## src/rtl/irqlvl_pkg.sv

```systemverilog
package irqlvl_pkg;
  localparam int SRC_N  = 13;
  localparam int LVL_W  = 4;
  localparam int REG_W  = 16;
  localparam int ADDR_W = 6;

  localparam logic [LVL_W-1:0] LVL_NONE = {LVL_W{1'b1}};

  localparam logic [ADDR_W-1:0] OFS_MASK = 6'h00;
  localparam logic [ADDR_W-1:0] OFS_PWR  = 6'h30;
  localparam logic [ADDR_W-1:0] OFS_ID   = 6'h32;
  localparam logic [ADDR_W-1:0] OFS_GPO  = 6'h36;
  localparam logic [REG_W-1:0]  ID_VALUE = 16'h0010;

  typedef enum logic [2:0] {
    SEL_NONE,
    SEL_MASK,
    SEL_PWR,
    SEL_ID,
    SEL_GPO
  } reg_sel_e;

  // Pending-vector bit position that belongs to the given priority level
  function automatic int bit_of_level(input int lvl);
    case (lvl)
      0:  return 11;
      1:  return 9;
      2:  return 8;
      3:  return 12;
      4:  return 10;
      5:  return 6;
      6:  return 5;
      7:  return 4;
      8:  return 7;
      9:  return 14;
      10: return 13;
      11: return 0;
      12: return 15;
      default: return -1;
    endcase
  endfunction

  // Inverse lookup: which level feeds a pending bit, -1 for none
  function automatic int level_of_bit(input int b);
    int r;
    r = -1;
    for (int k = 0; k < SRC_N; k++)
      if (bit_of_level(k) == b) r = k;
    return r;
  endfunction

  // Lowest level whose hit flag is set, LVL_NONE when none
  function automatic logic [LVL_W-1:0] lowest_hit(input logic [SRC_N-1:0] hits);
    logic [LVL_W-1:0] r;
    r = LVL_NONE;
    for (int k = SRC_N - 1; k >= 0; k--)
      if (hits[k]) r = LVL_W'(k);
    return r;
  endfunction

  // Output code presented to the processor
  function automatic logic [LVL_W-1:0] level_code(input logic [LVL_W-1:0] lvl);
    return lvl ^ LVL_NONE;
  endfunction

  function automatic reg_sel_e decode_ofs(input logic [ADDR_W-1:0] a);
    case (a)
      OFS_MASK: return SEL_MASK;
      OFS_PWR:  return SEL_PWR;
      OFS_ID:   return SEL_ID;
      OFS_GPO:  return SEL_GPO;
      default:  return SEL_NONE;
    endcase
  endfunction
endpackage

```

## src/rtl/irqlvl_srcmap.sv

```systemverilog
module irqlvl_srcmap
  import irqlvl_pkg::*;
(
  input  logic [SRC_N-1:0] src_req,
  output logic [REG_W-1:0] mon_vec
);
  // Each request line drives its fixed bit; unused bits read as zero
  for (genvar b = 0; b < REG_W; b++) begin : g_bit
    localparam int LVL = level_of_bit(b);
    if (LVL >= 0) begin : g_used
      assign mon_vec[b] = src_req[LVL];
    end else begin : g_free
      assign mon_vec[b] = 1'b0;
    end
  end
endmodule

```

## src/rtl/irqlvl_regfile.sv

```systemverilog
module irqlvl_regfile
  import irqlvl_pkg::*;
(
  input  logic              clk,
  input  logic              rst_n,
  input  logic              bus_sel,
  input  logic              bus_wr,
  input  logic [ADDR_W-1:0] bus_addr,
  input  logic [REG_W-1:0]  bus_wdata,
  output logic [REG_W-1:0]  bus_rdata,
  output logic [REG_W-1:0]  mask_q,
  output logic [REG_W-1:0]  mask_nxt,
  output logic [REG_W-1:0]  gpo_q,
  output logic              pwr_fire,
  output logic              shutdown_q
);
  reg_sel_e sel;
  logic     wr_en;
  logic     wr_mask;
  logic     wr_gpo;
  logic     wr_pwr;

  assign sel     = decode_ofs(bus_addr);
  assign wr_en   = bus_sel & bus_wr;
  assign wr_mask = wr_en && (sel == SEL_MASK);
  assign wr_gpo  = wr_en && (sel == SEL_GPO);
  assign wr_pwr  = wr_en && (sel == SEL_PWR);

  // New mask is visible to the encoder in the write cycle itself
  assign mask_nxt = wr_mask ? bus_wdata : mask_q;
  assign pwr_fire = wr_pwr & bus_wdata[0];

  always_ff @(posedge clk) begin
    if (!rst_n) begin
      mask_q     <= '0;
      gpo_q      <= '0;
      shutdown_q <= 1'b0;
    end else begin
      mask_q     <= mask_nxt;
      shutdown_q <= pwr_fire;
      if (wr_gpo) gpo_q <= bus_wdata;
    end
  end

  always_comb begin
    case (sel)
      SEL_MASK: bus_rdata = mask_q;
      SEL_GPO:  bus_rdata = gpo_q;
      SEL_ID:   bus_rdata = ID_VALUE;
      default:  bus_rdata = '0;
    endcase
  end
endmodule

```

## src/rtl/irqlvl_encoder.sv

```systemverilog
module irqlvl_encoder
  import irqlvl_pkg::*;
(
  input  logic             clk,
  input  logic             rst_n,
  input  logic [REG_W-1:0] mon_vec,
  input  logic [REG_W-1:0] mask_eff,
  output logic [REG_W-1:0] pend_vec,
  output logic [SRC_N-1:0] hit_vec,
  output logic [LVL_W-1:0] win_lvl,
  output logic [LVL_W-1:0] code_q
);
  assign pend_vec = mon_vec & mask_eff;

  // Regroup pending bits by priority level
  for (genvar k = 0; k < SRC_N; k++) begin : g_lvl
    localparam int BP = bit_of_level(k);
    assign hit_vec[k] = pend_vec[BP];
  end

  assign win_lvl = lowest_hit(hit_vec);

  always_ff @(posedge clk) begin
    if (!rst_n) code_q <= '0;
    else        code_q <= level_code(win_lvl);
  end
endmodule

```

## src/rtl/irq_level_ctrl.sv

```systemverilog
module irq_level_ctrl
  import irqlvl_pkg::*;
(
  input  logic              clk,
  input  logic              rst_n,
  input  logic [SRC_N-1:0]  src_req,
  input  logic              bus_sel,
  input  logic              bus_wr,
  input  logic [ADDR_W-1:0] bus_addr,
  input  logic [REG_W-1:0]  bus_wdata,
  output logic [REG_W-1:0]  bus_rdata,
  output logic [LVL_W-1:0]  irq_level,
  output logic [REG_W-1:0]  out_port,
  output logic              shutdown_req
);
  logic [REG_W-1:0] mon_vec;
  logic [REG_W-1:0] mask_q;
  logic [REG_W-1:0] mask_nxt;
  logic [REG_W-1:0] pend_vec;
  logic [SRC_N-1:0] hit_vec;
  logic [LVL_W-1:0] win_lvl;
  logic             pwr_fire;

  irqlvl_srcmap u_map (
    .src_req (src_req),
    .mon_vec (mon_vec)
  );

  irqlvl_regfile u_regs (
    .clk        (clk),
    .rst_n      (rst_n),
    .bus_sel    (bus_sel),
    .bus_wr     (bus_wr),
    .bus_addr   (bus_addr),
    .bus_wdata  (bus_wdata),
    .bus_rdata  (bus_rdata),
    .mask_q     (mask_q),
    .mask_nxt   (mask_nxt),
    .gpo_q      (out_port),
    .pwr_fire   (pwr_fire),
    .shutdown_q (shutdown_req)
  );

  irqlvl_encoder u_enc (
    .clk      (clk),
    .rst_n    (rst_n),
    .mon_vec  (mon_vec),
    .mask_eff (mask_nxt),
    .pend_vec (pend_vec),
    .hit_vec  (hit_vec),
    .win_lvl  (win_lvl),
    .code_q   (irq_level)
  );
endmodule

```

## config.mk

```make
export PLATFORM = sky130hd
export DESIGN_NAME = irq_level_ctrl
export DESIGN_NICKNAME = d
export VERILOG_FILES = /design/src/rtl/irqlvl_pkg.sv /design/src/rtl/irqlvl_srcmap.sv /design/src/rtl/irqlvl_regfile.sv /design/src/rtl/irqlvl_encoder.sv /design/src/rtl/irq_level_ctrl.sv
export SDC_FILE = /design/constraint.sdc
export NUM_CORES = 1
export LEC_CHECK = 0
export BUFFER_PORTS_ARGS = -buffer_cell sky130_fd_sc_hd__clkbuf_2
export CORE_AREA = 2 2 87 64
export CTS_BUF_LIST = sky130_fd_sc_hd__clkbuf_4
export DETAILED_ROUTE_END_ITERATION = 8
export DIE_AREA = 0 0 89 66
export HOLD_SLACK_MARGIN = 0.03
export PLACE_DENSITY = 0.83
export SYNTH_ARGS = -nofsm -noshare
export SYNTH_HDL_FRONTEND = slang
export SYNTH_HIERARCHICAL = 1
export SYNTH_SLANG_ARGS = --single-unit
```

## constraint.sdc

```tcl
create_clock -name clk -period 2.3 [get_ports clk]
set_clock_uncertainty 0.05 [all_clocks]
set_input_delay 0.46 -clock clk [delete_from_list [all_inputs] [get_ports clk]]
set_output_delay 0.46 -clock clk [all_outputs]
set_load 0.005 [all_outputs]
```

Word-level counts from Yosys, hierarchy flattened --
Index checks and enable logic that the tools add are counted.
Operators by class: bitwise operators 4, reduce and logical (&&, ||, !) cells 4, eq/ne operators 7, mux-type cells 16
Operators with widths (count):
- case mux 16 bit (3 select lines) | 1
- 2-to-1 mux 4 bit | 8
- equality test 6 bit (second input constant) | 3
- bitwise AND 16 bit | 1
- 2-to-1 mux 16 bit | 1
- 2-to-1 mux 3 bit | 4
- case mux 3 bit (4 select lines) | 1
- equality test 3 x 2 -> 1 bit (second input constant) | 2
- zero test 6 bit | 1
- inverter 4 bit | 1
- equality test 3 x 1 -> 1 bit (second input constant) | 1
- equality test 3 bit (second input constant) | 1
- logical AND 1 bit | 3
- bitwise AND 1 bit | 2
- 2-to-1 mux 2 bit | 1
Storage, ports and cells: output and inout bits 37, input bits 39, logic and storage cells 35, flip-flop bits (word level) 37

Logic depth before layout (Yosys ltp) --
depth after elaboration 20, gate-level depth with buffers 10, mapped depth without buffers 8

Modules after synthesis --
The synthesis kept the hierarchy.
Modules (own cells, without submodules):
- irqlvl_regfile | area each 1715.4 µm², sequential area each 660.6 µm², cells an instance 170, instances 1
- irqlvl_encoder | area each 452.9 µm², sequential area each 80.1 µm², cells an instance 68, instances 1
- irqlvl_srcmap | area each 123.9 µm², sequential area each 0.0 µm², cells an instance 17, instances 1

Worst setup path after synthesis --
No wires, ideal clock.
kind input to register, start input bus_addr[0], end register u_enc.code_q[1], buffers on the path 2, arrival 2.356 ns, path slack -0.226 ns, stages on the path 9, cells stage by stage or4_4 > nand2b_4 > buf_6 > buf_6 > mux2_4 > and2_4 > o31ai_1 > a31oi_1 > o31a_1
RTL lines:
- from (decl) | RTL line irq_level_ctrl.sv:9 | input logic [ADDR_W-1:0] bus_addr,
- equality test 6 bit / zero test 6 bit (equally long branches) | RTL line irqlvl_pkg.sv:67 | case (a)
- case mux 3 bit (4 select lines) * | RTL line irqlvl_pkg.sv:67
- equality test 3 x 1 -> 1 bit * | RTL line irqlvl_regfile.sv:25 | assign wr_mask = wr_en && (sel == SEL_MASK);
- logical AND 1 bit * | RTL line irqlvl_regfile.sv:25
- 2-to-1 mux 16 bit * | RTL line irqlvl_regfile.sv:30 | assign mask_nxt = wr_mask ? bus_wdata : mask_q;
- named net mask_nxt[6] | RTL line irq_level_ctrl.sv:18 | logic [REG_W-1:0] mask_nxt;
- bitwise AND 16 bit * | RTL line irqlvl_encoder.sv:13 | assign pend_vec = mon_vec & mask_eff;
- named net hit_vec[5] | RTL line irq_level_ctrl.sv:20 | logic [SRC_N-1:0] hit_vec;
- 2-to-1 mux 4 bit * (6 in a row) | RTL line irqlvl_pkg.sv:57 | if (hits[k]) r = LVL_W'(k);
- inverter 4 bit (no line) *
- to (signal assigned) | RTL line irqlvl_encoder.sv:25 | else code_q <= level_code(win_lvl);
- to (decl) | RTL line irqlvl_encoder.sv:11 | output logic [LVL_W-1:0] code_q
The timed path passes the listed nets; every way through them passes the cells marked *. A chain may end at the register's enable or synchronous reset.

Final worst setup path --
start input bus_addr[0], end output bus_rdata[12]
On the way: cells in the longest elaborated chain, start to end 4
Ends and longest elaborated chain:
- equality test 6 bit / zero test 6 bit (equally long branches) | RTL line irqlvl_pkg.sv:67
- case mux 3 bit (4 select lines) * | RTL line irqlvl_pkg.sv:67
- equality test 3 x 2 -> 1 bit (tied with other cells) | RTL line irqlvl_regfile.sv:46 | case (sel)
- case mux 16 bit (3 select lines) * | RTL line irqlvl_regfile.sv:46
- to (decl) | RTL line irq_level_ctrl.sv:11 | output logic [REG_W-1:0] bus_rdata,
Mark *: on every way between the ends. The rest lies on a longest branch, timed or not.

==> key figures <==
Die
  – Rows: 22
  – Core area: 5060 µm²
  – Initial cell density of the core: 0.408
  – Io pins: 76
  – Die height: 66 µm
  – Die ar.: 5870 µm²
  – Die W: 89 µm

Yosys
  – Cell area after synthesis: 2070 µm²
  – Synth warn: 6
  – Syn Inst Count: 224
  – Post-Syn Nets: 263
  – Post-Syn Area per Cell: 9.23 µm²

Status
  – Status: completed

Timing
  – Final max-slew violation count: 0
  – Unrepaired setup endpoints after global routing: false
  – Slew headroom: 0.668
  – Setup slack after layout: 0.0900 ns
  – Hold Vio Cnt, Final: 0
  – Final setup viols: 0
  – Period utilization: 0.961
  – Max Clk Rate: 452 MHz
  – Tmin final: 2.21 ns
  – Worst Tran Pin Value: 0.499 ns

Routing
  – Starting DRT DRC Count: 73
  – Vias per cell: 4.96
  – 1st-pass router iterations: 5
  – # DRC: 0
  – Routed vias: 1827
  – Post-Route WL: 5.35 mm
  – Routed Antenna Nets: 0
  – Post-detailed-route wirelength per cell: 14.5 µm

Clocking
  – Clk_lat worst skew: 0.35 ns
  – CTS buffer count: 5
  – Clock Root Buffer: clkbuf_4
  – Clock tree from TritonCTS: built
  – Sink Count: 37
  – H-tree depth: 2
  – Clock Path Buffers: 2
  – Clk slew on worst S/H paths: 0.11 ns
  – Postcts setup bufs: 0

GRT
  – Largest net degree at the start of global routing: 54
  – All-layer global routing usage: 0.191
  – Grt ovf: 0
  – Vias in the first global route: 1838
  – First-pass GRT wire length: 8.60 mm
  – Initial antenna violation count: 0

Flow run
  – Max-cap violations: 0

Worst setup path
  – CP arrival: 1.70 ns
  – Crit path max fanout: 10
  – Flop2flop setup slack: 0.81 ns
  – FF-to-FF End: u_enc/code_q[1]$_SDFF_PN0_
  – CP startpoint kind: input port
  – CP required: 1.79 ns
  – CP Capture Type: primary output
  – Worst r2r path cells: 6
  – Setup CP Type: in2out
  – Crit path to: bus_rdata[12]
  – Crit path from: bus_addr[0]
  – Worst flop-to-flop path startpoint: u_regs/mask_q[10]$_SDFF_PN0_

Worst hold path
  – Worst hold path class: in2reg

Finish
  – N_diodes: 0
  – Post-route cell area: 2580 µm²
  – Synth-to-Final Area Change: 25.1%
  – Final net count: 334
  – Non-Filler Instances: 368
  – Fraction of layout instances using a drive strength above 1: 0.409

Placement
  – # port buffers: 75
  – RePlAce Congestion: 0.871
  – Placed insts: 360
  – HPWL Detailed: 4.04 mm
  – Cell area after placement: 2490 µm²
  – Placement Setup Slack: -0.236 ns

Pwr
  – VDD IR-drop max: 0.212 mV
  – Leakage Power: 0.00133 µW
  – Pwr Density: 464 nW/µm²
## per-layer routing
metal  up-vias  GRT usage  share of wire  wire length (µm)
met1       849      0.247           0.46              2450
met3         7     0.0687          0.079               424
met5         -          0              0                 0
met4         0     0.0616          0.015                82
met2        59      0.298           0.45              2390
li1        912          -              -                 -
## worst min path at each step
stage	start	endpoint	slack (ns)	cells past startpoint
2_1_floorplan	u_regs/mask_q[1]$_SDFF_PN0_	u_regs/mask_q[1]$_SDFF_PN0_	0.39	2
3_3_place_gp	u_regs/mask_q[2]$_SDFF_PN0_	u_regs/mask_q[2]$_SDFF_PN0_	0.40	2
3_5_place_dp	u_regs/mask_q[1]$_SDFF_PN0_	u_regs/mask_q[1]$_SDFF_PN0_	0.41	2
4_1_cts	bus_wdata[2]	u_regs/mask_q[2]$_SDFF_PN0_	0.28	3
5_1_grt	bus_wdata[2]	u_regs/gpo_q[2]$_SDFFE_PN0P_	0.29	3
6_report	bus_wdata[2]	u_regs/mask_q[2]$_SDFF_PN0_	0.30	3
## flip-flops by register name, indices dropped and copies added (netlist names)
| name | count |
|---|---|
| u_regs/gpo_q | 16 |
| u_regs/mask_q | 16 |
| u_enc/code_q | 4 |
| u_regs/shutdown_q | 1 |
## critical path, cell delays in order
cell and delay [ns]:
clkbuf_2 0.09, or4_4 0.55, nor3_4 0.17, buf_6 0.17, a22o_1 0.15, clkbuf_2 0.12
## per-stage QoR
| stage | setup TNS [ns] | total power (µW) | utilization | hold slack [ns] |
|---|---|---|---|---|
| after global placement | -1.13 | 747 | 0.493 | 0.397 |
| after CTS | 0 | 1210 | 0.508 | 0.282 |
| after floorplan | -0.322 | 710 | - | 0.388 |
| after detailed placement | -0.986 | 748 | 0.493 | 0.412 |
| final | 0 | 1200 | 0.510 | 0.297 |
| after global routing | 0 | 1250 | 0.510 | 0.288 |
## repair_timing
item,4_1_cts,5_1_grt
hold buffers,0,0
gates cloned,0,0
setup endpoints to repair,15,8
gates resized for setup,1,2
## where the power goes
| group | leakage, µW | internal (µW) | switching, µW |
|---|---|---|---|
| Sequential | 0.000298 | 642 | 1.15 |
| Clock | 0.0000433 | 238 | 224 |
| Combinational | 0.000985 | 41.4 | 51.1 |
| Total | 0.00133 | 922 | 277 |
## cell type report
cell class	count	area (µm²)
Multi-Input combinational cell	156	1150
Tap cell	72	90.1
Timing Repair Buffer	91	512
Sequential cell	37	741
Inverter	4	15.0
Fill cell	514	2480
Clock inverter	2	33.8
Clock buffer	6	45.0
## layout by cell type (no fill, tap or decap), types with 4 or more instances in the layout
cell type  count
a22o_1        15
and2_1         5
buf_4         14
clkbuf_2      75
clkbuf_4       6
dfxtp_1       37
inv_1          4
mux2_4        11
mux2i_1       32
nand2_1       57
nand3_1        4
Power figures use the tool's default switching activity.
